### src/rtl/osc_disc_pkg.sv
package osc_disc_pkg;

  function automatic int unsigned wmax(input int unsigned a, input int unsigned b);
    return (a > b) ? a : b;
  endfunction

endpackage

### src/rtl/osc_ref_monitor.sv
module osc_ref_monitor #(
  parameter int unsigned TO_W = 16
) (
  input  logic            clk_i,
  input  logic            rst_ni,
  input  logic            edge_i,
  input  logic [TO_W-1:0] timeout_i,
  output logic            ok_o,
  output logic            acquire_o
);

  logic [TO_W-1:0] idle_q;

  always_ff @(posedge clk_i or negedge rst_ni) begin
    if (!rst_ni) begin
      idle_q <= '0;
      ok_o   <= 1'b0;
    end else if (edge_i) begin
      idle_q <= '0;
      ok_o   <= 1'b1;
    end else if (idle_q != timeout_i) begin
      idle_q <= idle_q + 1'b1;
    end else begin
      ok_o <= 1'b0;
    end
  end

  // first reference pulse while lost: preload the loop this edge
  assign acquire_o = edge_i & ~ok_o;

endmodule

### src/rtl/osc_loop_filter.sv
module osc_loop_filter import osc_disc_pkg::*; #(
  parameter int unsigned DAC_W    = 16,
  parameter int unsigned ERR_W    = 16,
  parameter int unsigned KP_SHIFT = 4,
  parameter int unsigned KI_SHIFT = 8
) (
  input  logic                    clk_i,
  input  logic                    rst_ni,
  input  logic                    sample_i,
  input  logic signed [ERR_W-1:0] err_i,
  input  logic                    preload_i,
  input  logic [DAC_W-1:0]        preload_code_i,
  output logic [DAC_W-1:0]        code_o
);

  localparam int unsigned SUM_W = wmax(DAC_W, ERR_W) + 2;
  localparam logic [DAC_W-1:0] MID = {1'b1, {(DAC_W-1){1'b0}}};
  localparam logic signed [SUM_W-1:0] MAXV = {{(SUM_W-DAC_W){1'b0}}, {DAC_W{1'b1}}};

  function automatic logic [DAC_W-1:0] sat(input logic signed [SUM_W-1:0] v);
    if (v < 0)          return '0;
    else if (v > MAXV)  return '1;
    else                return v[DAC_W-1:0];
  endfunction

  logic [DAC_W-1:0]        integ_q;
  logic signed [SUM_W-1:0] err_ext, ki_term, kp_term, integ_sum, prop_sum;
  logic [DAC_W-1:0]        integ_nxt, code_nxt;

  always_comb begin
    err_ext   = {{(SUM_W-ERR_W){err_i[ERR_W-1]}}, err_i};
    ki_term   = err_ext >>> KI_SHIFT;
    kp_term   = err_ext >>> KP_SHIFT;
    integ_sum = $signed({{(SUM_W-DAC_W){1'b0}}, integ_q}) + ki_term;
    integ_nxt = sat(integ_sum);
    prop_sum  = $signed({{(SUM_W-DAC_W){1'b0}}, integ_nxt}) + kp_term;
    code_nxt  = sat(prop_sum);
  end

  always_ff @(posedge clk_i or negedge rst_ni) begin
    if (!rst_ni) begin
      integ_q <= MID;
      code_o  <= MID;
    end else if (preload_i) begin
      integ_q <= preload_code_i;
      code_o  <= preload_code_i;
    end else if (sample_i) begin
      integ_q <= integ_nxt;
      code_o  <= code_nxt;
    end
  end

endmodule

### src/rtl/osc_lock_detect.sv
module osc_lock_detect #(
  parameter int unsigned ERR_W    = 16,
  parameter int unsigned STABLE_N = 64,
  parameter int unsigned THRESH   = 32
) (
  input  logic                    clk_i,
  input  logic                    rst_ni,
  input  logic                    sample_i,
  input  logic signed [ERR_W-1:0] err_i,
  input  logic                    ref_ok_i,
  output logic                    stable_o
);

  localparam int unsigned CNT_W = $clog2(STABLE_N + 1);
  localparam logic [CNT_W-1:0] FULL = CNT_W'(STABLE_N);
  localparam logic [ERR_W:0]   LIM  = (ERR_W+1)'(THRESH);

  logic [CNT_W-1:0] run_q;
  logic [ERR_W:0]   mag;

  always_comb begin
    if (err_i[ERR_W-1]) mag = -{err_i[ERR_W-1], err_i};
    else                mag = {1'b0, err_i};
  end

  always_ff @(posedge clk_i or negedge rst_ni) begin
    if (!rst_ni) begin
      run_q <= '0;
    end else if (!ref_ok_i) begin
      run_q <= '0;
    end else if (sample_i) begin
      if (mag >= LIM)         run_q <= '0;
      else if (run_q != FULL) run_q <= run_q + 1'b1;
    end
  end

  assign stable_o = (run_q == FULL) & ref_ok_i;

endmodule

### src/rtl/osc_pwm.sv
module osc_pwm #(
  parameter int unsigned DAC_W = 16
) (
  input  logic             clk_i,
  input  logic             rst_ni,
  input  logic [DAC_W-1:0] code_i,
  output logic             pwm_o
);

  logic [DAC_W-1:0] phase_q, duty_q;

  always_ff @(posedge clk_i or negedge rst_ni) begin
    if (!rst_ni) begin
      phase_q <= '0;
      duty_q  <= '0;
    end else begin
      phase_q <= phase_q + 1'b1;
      if (phase_q == '1) duty_q <= code_i;  // glitch-free duty update
    end
  end

  assign pwm_o = phase_q < duty_q;

endmodule

### src/rtl/osc_discipline.sv
module osc_discipline #(
  parameter int unsigned DAC_W    = 16,
  parameter int unsigned ERR_W    = 16,
  parameter int unsigned TO_W     = 16,
  parameter int unsigned KP_SHIFT = 4,
  parameter int unsigned KI_SHIFT = 8,
  parameter int unsigned STABLE_N = 64,
  parameter int unsigned THRESH   = 32
) (
  input  logic                    clk_i,
  input  logic                    rst_ni,
  input  logic                    err_valid_i,
  input  logic signed [ERR_W-1:0] err_i,
  input  logic                    ref_edge_i,
  input  logic [TO_W-1:0]         timeout_i,
  input  logic signed [DAC_W-1:0] trim_i,
  input  logic                    save_ack_i,
  output logic                    save_req_o,
  output logic [DAC_W-1:0]        save_code_o,
  output logic                    ref_ok_o,
  output logic                    stable_o,
  output logic [DAC_W-1:0]        dac_code_o,
  output logic                    pwm_o
);

  localparam int unsigned HW = DAC_W + 2;
  localparam logic [DAC_W-1:0] MID = {1'b1, {(DAC_W-1){1'b0}}};
  localparam logic signed [HW-1:0] HMAX = {2'b00, {DAC_W{1'b1}}};

  logic             acquire, sample, stable_q;
  logic [DAC_W-1:0] loop_code, hold_q, hold_code;
  logic signed [HW-1:0] hold_sum;

  osc_ref_monitor #(.TO_W(TO_W)) u_mon (
    .clk_i, .rst_ni,
    .edge_i    (ref_edge_i),
    .timeout_i (timeout_i),
    .ok_o      (ref_ok_o),
    .acquire_o (acquire)
  );

  assign sample = err_valid_i & ref_ok_o;

  always_comb begin
    hold_sum = $signed({2'b00, hold_q}) + $signed({{2{trim_i[DAC_W-1]}}, trim_i});
    if (hold_sum < 0)         hold_code = '0;
    else if (hold_sum > HMAX) hold_code = '1;
    else                      hold_code = hold_sum[DAC_W-1:0];
  end

  osc_loop_filter #(
    .DAC_W(DAC_W), .ERR_W(ERR_W), .KP_SHIFT(KP_SHIFT), .KI_SHIFT(KI_SHIFT)
  ) u_filt (
    .clk_i, .rst_ni,
    .sample_i       (sample),
    .err_i          (err_i),
    .preload_i      (acquire),
    .preload_code_i (hold_code),
    .code_o         (loop_code)
  );

  osc_lock_detect #(
    .ERR_W(ERR_W), .STABLE_N(STABLE_N), .THRESH(THRESH)
  ) u_lock (
    .clk_i, .rst_ni,
    .sample_i (sample),
    .err_i    (err_i),
    .ref_ok_i (ref_ok_o),
    .stable_o (stable_o)
  );

  assign dac_code_o = ref_ok_o ? loop_code : hold_code;

  always_ff @(posedge clk_i or negedge rst_ni) begin
    if (!rst_ni) begin
      stable_q    <= 1'b0;
      save_req_o  <= 1'b0;
      save_code_o <= '0;
      hold_q      <= MID;
    end else begin
      stable_q <= stable_o;
      if (save_req_o) begin
        if (save_ack_i) save_req_o <= 1'b0;
      end else if (stable_o && !stable_q) begin
        save_req_o  <= 1'b1;
        save_code_o <= loop_code;
        hold_q      <= loop_code;
      end
    end
  end

  osc_pwm #(.DAC_W(DAC_W)) u_pwm (
    .clk_i, .rst_ni,
    .code_i (dac_code_o),
    .pwm_o  (pwm_o)
  );

endmodule

### config.mk
export PLATFORM = sky130hd
export DESIGN_NAME = osc_discipline
export DESIGN_NICKNAME = d
export VERILOG_FILES = /design/src/rtl/osc_disc_pkg.sv /design/src/rtl/osc_ref_monitor.sv /design/src/rtl/osc_loop_filter.sv /design/src/rtl/osc_lock_detect.sv /design/src/rtl/osc_pwm.sv /design/src/rtl/osc_discipline.sv
export SDC_FILE = /design/constraint.sdc
export NUM_CORES = 1
export LEC_CHECK = 0
export BUFFER_PORTS_ARGS = -buffer_cell sky130_fd_sc_hd__buf_4
export CAP_MARGIN = 20
export CORE_MARGIN = 2
export CORE_UTILIZATION = 50
export CTS_CLUSTER_DIAMETER = 150
export DETAILED_ROUTE_END_ITERATION = 16
export GPL_TIMING_DRIVEN = 0
export PLACE_DENSITY_LB_ADDON = 0.15
export SLEW_MARGIN = 10
export SYNTH_ARGS = -nofsm -noshare
export SYNTH_HDL_FRONTEND = slang
export SYNTH_HIERARCHICAL = 1
export SYNTH_SLANG_ARGS = --single-unit
### constraint.sdc
create_clock -name clk_i -period 7 [get_ports clk_i]
set_input_delay 0.35 -clock clk_i [delete_from_list [all_inputs] [get_ports clk_i]]
set_output_delay 0.35 -clock clk_i [all_outputs]
set_load 0.005 [all_outputs]
==> out/summary.txt, run 1 <==
Chip width: 142.4 um
Drt via density: 6.100
Max Buffers Root-to-Sink: 2
Num Clock Sinks: 107
Critical Path RT: 7.24 ns
Slew Limit Headroom: 31.59%
First-pass GRT wire length: 42480 um
Post-Layout Cell Count: 1406
Synth Area in Compound Gates: 25.17%
GP Congestion: 0.8808
Synthesized area per cell: 8.960 sq um
Postcts setup bufs: 0
Final Cycle Share: 92.49%
Setup violators final: 0
Worst-case reg-to-reg path depth: 24
Total global-route track usage: 26.14%
WL final: 25940 um
Net Count, Synth: 1190
Reg clk slew, reported paths: 0.08 ns
Crit Path Category: flip-flop to flip-flop
Final-stage net count: 1288
Netlist area before placement: 0.009578 sq mm
H-tree depth: 3
XOR/XNOR share of the synthesized area: 6.035%
Global Route met1 Usage: 35.45%
R2R Path End: u_filt/code_o[13]
Post-route minimum period: 6.475 ns
CTS Root Buffer Type: clkbuf_16
Ys flop type: dfrtp_1
Final Max Tran Viols: 0
I/O pins: 89
Ranking of synthesized cells by area: dfrtp_1 27%, ha_1 8.5%, mux2_2 4.8%
RSZ-0062 raised after global routing: no
Simple-Gate Fraction of Synth Area: 18.54%
Crit path to: u_filt/code_o[13]
Fmax: 154.5 MHz
VDD IR max: 130.9 uV
Largest family of logic cells by synthesized area: compound AO/OA/AOI/OAI gates
# placed instances: 1390
Die height: 142.4 um
Critical path arrival: 6.72 ns
DRC: 0
Starting Density: 51.03%
DIE AREA: 0.02028 sq mm
Post-synth cell types: 108
Setup crit end kind: flip-flop
Port Buffer Count: 87
Synth Instances: 1069
Ys Warns: 6
Setup_tns: 0 ns
Total grt overflow: 0
Status: completed
FP Rows: 50
Pwr dens: 278.1 mW/mm^2
CTS tree: yes
DRT Pass-1 Iters: 6
Share of cells above drive strength 1: 20.65%
Area leader, netlist: dfrtp_1
Fill cell total of the finished layout: 1726
Max-cap violations: 0
Adder-Cell Fraction of Synth Area: 9.118%
Flops & latches, synth: 107
Least-Margin Pin Slew: 1.026 ns
WL/cell: 18.45 um
Critical Path Source Type: flip-flop
1st-iter DRT viols: 515
GR Layer Usage met2: 43.00%
GR peak layer: met2
Clock Skew: 0.008952 ns
Reg-to-reg startpoint: u_filt/integ_q[0]
Power consumption: 3019 uW
Leak Pwr: 0.004816 uW
Diode count: 0
PostCTS Resize Cnt: 0
Critical path peak fanout: 10
Post-synthesis mux area share: 7.015%
Sequential area share after synthesis: 27.99%
Hold crit path type: primary input to async pin
DPL Wire Length: 19920 um
Final hold viol count: 0
Skew-Pair Late Insertion Delay: 0.37 ns
Post-route ant nets: 0
CTS Buf Count: 9
Area growth from synthesis to layout: 13.34%
Initial antenna violation count: 0
Cts hold-fix bufs: 0
Vias in the first global route: 8300
FFs w/ async S/R, synth: 100.0%
Pin count of the biggest net entering global routing: 108
M3 GR Usage: 5.215%
Crit path from: u_filt/integ_q[0]
Vias: 8577
Post-synth EDFFs: 0
Top cell type's share of synthesized area: 27.17%
Reg2reg setup slack: 0.53 ns
Core footprint: 0.01877 sq mm
-- routing by layer --
metal	vias to the layer above	part of all wire, %	wire length (um)
met2	239	47	12190
met3	44	5.2	1357
met4	0	1.8	454
li1	4199	-	-
met5	-	0	0
met1	4095	46	11940
-- cell type report --
class                      instances  area [sq um]  area share (%)
multi-input combinational        851          6316           58.18
sequential                       107          2681           24.70
timing repair buffer              87         656.9           6.051
buffer                            56         380.4           3.504
tap                              234         292.8           2.697
clock buffer                      10         239.0           2.201
inverter                          55         206.4           1.902
clock inverter                     6         82.58          0.7607
-- worst max-delay path, stage by stage, from the launching register on --
cell      delay, ns
dfrtp_1        0.36
ha_1           0.23
inv_1          0.07
fa_1           0.39
nand2b_1       0.18
a21oi_1        0.28
o21ai_1        0.25
a21boi_0       0.56
o21ai_0        0.25
o22ai_1        0.45
o21a_1         0.23
ha_1           0.21
inv_1          0.06
fa_1           0.39
nor2b_1        0.13
o21a_1         0.13
o21ai_0        0.12
a21oi_1        0.30
a41o_1         0.24
a211oi_1       0.07
or4b_4         0.57
mux2_4         0.25
buf_6          0.15
a21boi_0       0.40
o21ai_2        0.07
-- report_power, final --
group	internal (uW)	switching, uW	total, uW
clock network	296	266	562
registers	707	94.5	801
logic	700	956	1660
-- cells by family (layout without fill, tap and decap cells) --
| logic type | count (synthesis) | in the layout |
|---|---|---|
| buffers and inverters | 111 | 214 |
| adders and majority gates | 68 | 68 |
| AOI/OAI and AO/OA | 332 | 332 |
| xor gates and xnor gates | 66 | 66 |
| and+or+nand+nor | 324 | 324 |
| DFF | 107 | 107 |
| muxes | 61 | 61 |
-- state kept, by name, summed over array words and instances, names as in the netlist --
register / flops
u_pwm/phase_q: 16
u_mon/ok_o: 1
u_lock/run_q: 7
save_code_o: 16
hold_q: 1
u_mon/idle_q: 16
u_filt/integ_q: 16
u_filt/code_o: 16
save_req_o: 1
u_pwm/duty_q: 16
stable_q: 1
-- placed cells by master, fill, tap and decap left out, types with 17 or more instances in the layout --
| cell type | count |
|---|---|
| buf_4 | 104 |
| dfrtp_1 | 104 |
| a21oi_1 | 81 |
| nand2_1 | 78 |
| ha_1 | 65 |
| nor2_1 | 64 |
| inv_1 | 53 |
| o21ai_0 | 51 |
| xnor2_1 | 44 |
| mux2_2 | 41 |
| nand3_1 | 30 |
| nand4_1 | 22 |
| xor2_1 | 22 |
| clkbuf_1 | 21 |
| a21o_1 | 18 |
| mux2i_1 | 18 |
| nor3_1 | 17 |
| a221o_1 | 17 |
-- worst min-delay path by stage --
stage	slack (ns)	cells after the start	endpoint	from
6_report	0.1	1	u_lock/run_q[1]	rst_ni
2_1_floorplan	0.05	0	save_code_o[0]	rst_ni
4_1_cts	0.15	1	u_filt/integ_q[3]	rst_ni
5_1_grt	0.17	1	u_lock/run_q[0]	rst_ni
3_3_place_gp	0.49	1	u_pwm/duty_q[14]	u_pwm/duty_q[14]
3_5_place_dp	0.50	1	u_pwm/duty_q[6]	u_pwm/duty_q[6]
-- Yosys cell counts, drive strengths merged, types with 4 or more instances --
master	count
dfrtp	104
and4	4
or2	7
o22ai	18
or3	15
nor2	66
and2	12
a22oi	5
o221ai	8
nor2b	10
nor3	18
o211a	4
o311ai	4
o31ai	9
o2111ai	8
nand2	79
nand3	30
clkbuf	21
nand4	23
xor2	22
o21a	11
a31oi	5
inv	53
mux2i	18
buf	35
and3	11
or4	7
xnor2	44
a2111oi	8
nor4	11
o211ai	18
o21bai	5
nand2b	16
a21o	19
a21oi	88
o21ai	66
a221o	17
a211oi	10
mux2	43
ha	65
-- through the flow --
step / instance area [sq um] / setup WS, ns / hold WS (ns) / util, %
finish: 10860 / 0.5255 / 0.09637 / 57.84
global route: 10860 / 0.03435 / 0.1711 / 57.84
CTS: 10850 / 0.4629 / 0.1532 / 57.81
detailed placement: 10530 / 0.3798 / 0.4973 / 56.09
global placement: 10520 / 0.4178 / 0.4914 / 56.07
floorplan: 9578 / 1.784 / 0.05441 / -
Note: power is estimated with default switching activity, not from simulation.
==> run 2: changes to the inputs <==
==> constraint.sdc (replaced) <==
create_clock -name clk_i -period 7 [get_ports clk_i]
set_input_delay 0.7 -clock clk_i [delete_from_list [all_inputs] [get_ports clk_i]]
set_output_delay 0.7 -clock clk_i [all_outputs]
set_load 0.005 [all_outputs]
==> run 2 against run 1 <==
  * Power hardly changed
  * Clock power hardly changed
  * Non-clock buffer count did not move
  * Core utilization is essentially flat
  * Final cell count unchanged
  * Routed wire length about the same
  * Clock skew down 0.00063 ns
  * Die area unchanged
  * Sequential power about the same
  * Clock-buffer cell count stayed put
==> out/summary.txt, run 2 (synthesized netlist as in run 1, its figures left out) <==
Status: completed
Final Cycle Share: 93.97% (+1.5 points)
Min Hold Slack: 0.4309 ns (+0.3345 ns)
Drt via density: 6.083 (-0.28%)
Multi-input gate area: 0.006321 sq mm (about the same)
Critical Path Source Type: primary input
GR Layer Usage met2: 43.00% (unchanged)
CTS Buf Count: 9 (unchanged)
Core footprint: 0.01877 sq mm (unchanged)
Fmax: 152.0 MHz (-1.6%)
Crit Path Category: primary input to flip-flop
Worst slack at placement: 0.02976 ns (-0.3500 ns)
CTS Root Buffer Type: clkbuf_16
Pwr dens: 278.3 mW/mm^2 (about the same)
Initial antenna violation count: 0 (unchanged)
DRC: 0 (unchanged)
Share of cells above drive strength 1: 20.73% (+0.085 points)
Post-route minimum period: 6.578 ns (+0.1035 ns)
Area growth from synthesis to layout: 13.39% (about the same)
Setup_tns: 0 ns (unchanged)
RSZ-0062 raised after global routing: no
WL/cell: 18.44 um (about the same)
Postcts setup bufs: 0 (unchanged)
Chip width: 142.4 um (unchanged)
Cell area after layout: 0.01086 sq mm (about the same)
Setup violators final: 0 (unchanged)
Num Clock Sinks: 107 (unchanged)
Worst Setup Slack, final: 0.4220 ns (-0.1035 ns)
Post-route ant nets: 0 (unchanged)
Critical Path RT: 7.24 ns (about the same)
GP Congestion: 0.8808 (unchanged)
Post-DP Area: 0.01053 sq mm (unchanged)
Fill cell total of the finished layout: 1725 (-0.058%)
Final hold viol count: 0 (unchanged)
Hold crit path type: primary input to async pin
Max-cap violations: 0 (unchanged)
Critical path arrival: 6.82 ns (+0.10 ns)
I/O pins: 89 (unchanged)
Worst-case reg-to-reg path depth: 24 (unchanged)
Slew Limit Headroom: 31.58% (about the same)
VDD IR max: 131.0 uV (about the same)
Vias: 8553 (-0.28%)
WL final: 25920 um (about the same)
DRT Pass-1 Iters: 5 (-1)
Power consumption: 3022 uW (about the same)
Die height: 142.4 um (unchanged)
Clock Skew: 0.008322 ns (-0.0006302 ns)
Total global-route track usage: 26.14% (unchanged)
1st-iter DRT viols: 498 (-3.3%)
Register area: 0.002681 sq mm (unchanged)
Least-Margin Pin Slew: 1.018 ns (-0.007692 ns)
Max Buffers Root-to-Sink: 2 (unchanged)
CTS tree: yes
Pin count of the biggest net entering global routing: 108 (unchanged)
Critical path peak fanout: 10 (unchanged)
First-pass GRT wire length: 42480 um (unchanged)
Port Buffer Count: 87 (unchanged)
Skew-Pair Late Insertion Delay: 0.37 ns (about the same)
Final Max Tran Viols: 0 (unchanged)
Leak Pwr: 0.004817 uW (about the same)
M3 GR Usage: 5.215% (unchanged)
Diode count: 0 (unchanged)
Starting Density: 51.03% (unchanged)
Final-stage net count: 1288 (unchanged)
FP Rows: 50 (unchanged)
Global Route met1 Usage: 35.45% (unchanged)
GR peak layer: met2
DPL Wire Length: 19920 um (unchanged)
Most frequent cells in the layout: 104 x buf_4, 104 x dfrtp_1, 81 x a21oi_1
Cts hold-fix bufs: 0 (unchanged)
Vias in the first global route: 8300 (unchanged)
Total grt overflow: 0 (unchanged)
DIE AREA: 0.02028 sq mm (unchanged)
Setup crit end kind: flip-flop
Reg clk slew, reported paths: 0.08 ns (about the same)
H-tree depth: 3 (unchanged)
[run 2: cell counts in the layout (fill, tap and decap cells not counted)]
Identical to the previous run, type by type.
[run 2: where the power goes]
part	internal, uW	switching, uW	total, uW
clock network	296	267	564
registers	707	95.1	802
logic	701	956	1660
[run 2: stage by stage]
| step | utilization (%) | std cells |
|---|---|---|
| after global placement | 56.07 | 1390 |
| after detailed placement | 56.09 | 1390 |
| after CTS | 57.81 | 1406 |
| final | 57.87 | 1406 |
| after floorplan | - | 1069 |
| after global routing | 57.87 | 1406 |
[run 2: per-layer routing]
| layer | routed length [um] | share of wire (%) |
|---|---|---|
| met5 | 0 | 0 |
| met4 | 438 | 1.7 |
| met3 | 1447 | 5.6 |
| met2 | 12190 | 47 |
| met1 | 11850 | 46 |
[run 2: area by class of cell]
cell class,instances,share of cell area [%]
multi-input cells,851,58.20
flip-flops and latches,107,24.69
repair buffers,87,6.048
plain buffers,56,3.502
well taps,234,2.696
clock buffers,10,2.200
inverters,55,1.901
clock inverters,6,0.7604
[run 2: path summary, 6_finish.rpt]
check	from	end	slack, ns
max	err_i[8]	u_filt/code_o[13]	0.42
min in group clk_i	u_pwm/phase_q[5]	u_pwm/phase_q[5]	0.51
min	rst_ni	u_lock/run_q[1]	0.43
max in group asynchronous	rst_ni	u_pwm/duty_q[12]	5.83
min reg2reg	u_pwm/phase_q[5]	u_pwm/phase_q[5]	0.51
max reg2reg	u_filt/integ_q[0]	u_filt/code_o[13]	0.51
[run 2: timing repair]
item	4_1_cts	5_1_grt
resized for setup	0	2
endpoints found under the hold margin	0	0
endpoints found under the setup margin	0	11
[run 2: worst max-delay path, stage by stage]
cell,delay (ns)
buf_4,0.11
ha_1,0.23
inv_1,0.07
fa_1,0.39
nand2b_1,0.18
a21oi_1,0.29
o21ai_1,0.26
a21boi_0,0.56
o21ai_0,0.25
o22ai_1,0.46
o21a_1,0.23
ha_1,0.21
inv_1,0.06
fa_1,0.39
nor2b_1,0.13
o21a_1,0.13
o21ai_0,0.12
a21oi_1,0.30
a41o_1,0.24
a211oi_1,0.07
or4b_4,0.57
mux2_4,0.25
buf_6,0.15
a21boi_0,0.39
o21ai_2,0.07
==> run 3: changes to the inputs <==
--- a/config.mk
+++ b/config.mk
@@ -8,7 +8,7 @@
 export BUFFER_PORTS_ARGS = -buffer_cell sky130_fd_sc_hd__buf_4
 export CAP_MARGIN = 20
 export CORE_MARGIN = 2
-export CORE_UTILIZATION = 50
+export CORE_UTILIZATION = 43
 export CTS_CLUSTER_DIAMETER = 150
 export DETAILED_ROUTE_END_ITERATION = 16
 export GPL_TIMING_DRIVEN = 0
==> run 3 against run 2 <==
  * Power fell by 0.26%
  * Fmax rose by 0.15%
  * Setup slack improved by 0.010 ns
  * Design area rose by 0.75%
  * Clock skew rose by 0.0099 ns
  * First-iteration DRC count rose by 5.0%
  * Die area rose by 16%
  * Critical path type unchanged
  * Highest routed layer unchanged
==> out/summary.txt, run 3 (synthesized netlist as in run 1, its figures left out) <==
Max-cap violations: 0 (unchanged)
Chip width: 153.2 um (+7.6%)
Reg clk slew, reported paths: 0.09 ns (about the same)
Postcts setup bufs: 0 (unchanged)
Initial antenna violation count: 0 (unchanged)
CP max stage delay: 0.66 ns (+0.09 ns)
Total global-route track usage: 22.60% (-3.5 points)
Crit path max-delay family: compound AO/OA/AOI/OAI gates
Final-stage net count: 1289 (+0.078%)
Starting Density: 43.89% (-7.1 points)
Die height: 153.2 um (+7.6%)
GP Congestion: 0.8589 (-2.5%)
First-pass GRT wire length: 43450 um (+2.3%)
Setup violators final: 0 (unchanged)
Worst Setup Slack, final: 0.4321 ns (+0.01012 ns)
Crit path buf inv count: 4 (unchanged)
Core footprint: 0.02182 sq mm (+16%)
Post-route minimum period: 6.568 ns (-0.01012 ns)
Setup_tns: 0 ns (unchanged)
Diode count: 0 (unchanged)
Critical Path RT: 7.28 ns (+0.04 ns)
H-tree depth: 3 (unchanged)
WL final: 26560 um (+2.5%)
Num Clock Sinks: 107 (unchanged)
Slowest cell on crit path: a311oi_1
CTS Root Buffer Type: clkbuf_16
Critical path arrival: 6.85 ns (+0.03 ns)
Leak Pwr: 0.004828 uW (+0.23%)
DRC: 0 (unchanged)
Slew Limit Headroom: 37.14% (+5.6 points)
Min Hold Slack: 0.1873 ns (-0.2437 ns)
Worst-case reg-to-reg path depth: 24 (unchanged)
Setup crit end kind: flip-flop
Crit Path Category: primary input to flip-flop
DRT Pass-1 Iters: 7 (+2)
Final hold viol count: 0 (unchanged)
R2R Path End: u_filt/code_o[13]
Area growth from synthesis to layout: 14.24%
CTS Buf Count: 9 (unchanged)
Least-Margin Pin Slew: 0.9357 ns (-0.08273 ns)
Status: completed
Power consumption: 3015 uW (-0.26%)
Hold crit path type: primary input to async pin
Max Buffers Root-to-Sink: 2 (unchanged)
Share of cells above drive strength 1: 20.72% (about the same)
Reg2reg setup slack: 0.52 ns (about the same)
Final Cycle Share: 93.83% (-0.14 points)
Vias in the first global route: 8288 (-0.14%)
I/O pins: 89 (unchanged)
DPL Wire Length: 20490 um (+2.9%)
Port Buffer Count: 87 (unchanged)
WL/cell: 18.28 um (-0.85%)
Total grt overflow: 0 (unchanged)
Pwr dens: 275.5 mW/mm^2 (-1.0%)
Pin count of the biggest net entering global routing: 85 (-21%)
RSZ-0062 raised after global routing: no
Fmax: 152.3 MHz (+0.15%)
Critical path peak fanout: 10 (unchanged)
Most frequent cells in the layout: 104 x buf_4, 104 x dfrtp_1, 81 x a21oi_1
1st-iter DRT viols: 523 (+5.0%)
Fill cell total of the finished layout: 2100 (+22%)
Final Max Tran Viols: 0 (unchanged)
Worst slack at placement: 0.01878 ns (-0.01097 ns)
Reg-to-reg startpoint: u_filt/integ_q[0]
FP Rows: 54 (+8.0%)
Critical Path Source Type: primary input
CTS tree: yes
Skew-Pair Late Insertion Delay: 0.37 ns (about the same)
Post-route ant nets: 0 (unchanged)
Clock Skew: 0.01821 ns (+0.009886 ns)
Vias: 8592 (+0.46%)
Drt via density: 5.913 (-2.8%)
DIE AREA: 0.02348 sq mm (+16%)
VDD IR max: 151.7 uV (+16%)
==> run 3: worst max path at each step <==
stage,start,cells after the start,to
2_1_floorplan,err_i[8],24,u_filt/code_o[3]
3_3_place_gp,err_i[8],25,u_filt/code_o[12]
3_5_place_dp,err_i[8],25,u_filt/code_o[13]
4_1_cts,err_i[8],25,u_filt/code_o[13]
5_1_grt,err_i[8],25,u_filt/code_o[13]
6_report,err_i[8],25,u_filt/code_o[13]
==> run 3: timing repair <==
action	4_1_cts	5_1_grt
setup endpoints to repair	0	11
hold buffers	0	0
gates resized for setup	0	2
==> run 3: per-layer routing <==
metal	part of all wire, %	vias up	GRT usage (%)
met5	0	-	0
met4	2.2	0	5.952
met3	4.6	41	3.743
met2	47	210	37.44
met1	47	4144	30.67
li1	-	4197	-
==> run 3: cell type report <==
class / instances / area, sq um / area share [%]
inverter: 55 / 206.4 / 1.887
clock buffer: 9 / 225.2 / 2.058
sequential: 107 / 2681 / 24.51
buffer: 56 / 380.4 / 3.476
multi-input combinational: 851 / 6315 / 57.71
timing repair buffer: 88 / 684.4 / 6.255
tap: 280 / 350.3 / 3.202
clock inverter: 7 / 98.84 / 0.9034
==> run 3: stage by stage <==
stage	cell area, sq um	util (%)	std cells
floorplan	9578	-	1069
global placement	10580	48.49	1436
CTS	10940	50.11	1453
finish	10940	50.14	1453
detailed placement	10610	48.63	1437
global route	10940	50.14	1453
==> run 3: worst register-to-register path, cell delays in order, from the launching register on <==
cell and delay [ns]:
dfrtp_1 0.36, ha_1 0.24, inv_1 0.08, fa_1 0.39, nand2b_1 0.18, a21oi_1 0.31
o21ai_1 0.26, a21boi_1 0.42, nor2_1 0.18, nand2_1 0.13, o22a_1 0.21, clkbuf_1 0.39
a21oi_1 0.22, ha_1 0.39, nand2_1 0.07, o211ai_1 0.31, o2111ai_1 0.19, a311oi_1 0.66
o211ai_1 0.34, a21oi_1 0.21, nand2_1 0.08, mux2_4 0.30, buf_6 0.16, a21boi_0 0.16
o21ai_2 0.15
==> run 3: power by group <==
group	switching [uW]	internal [uW]	total, uW
Combinational	951	702	1650
Sequential	101	706	808
Clock	266	288	554
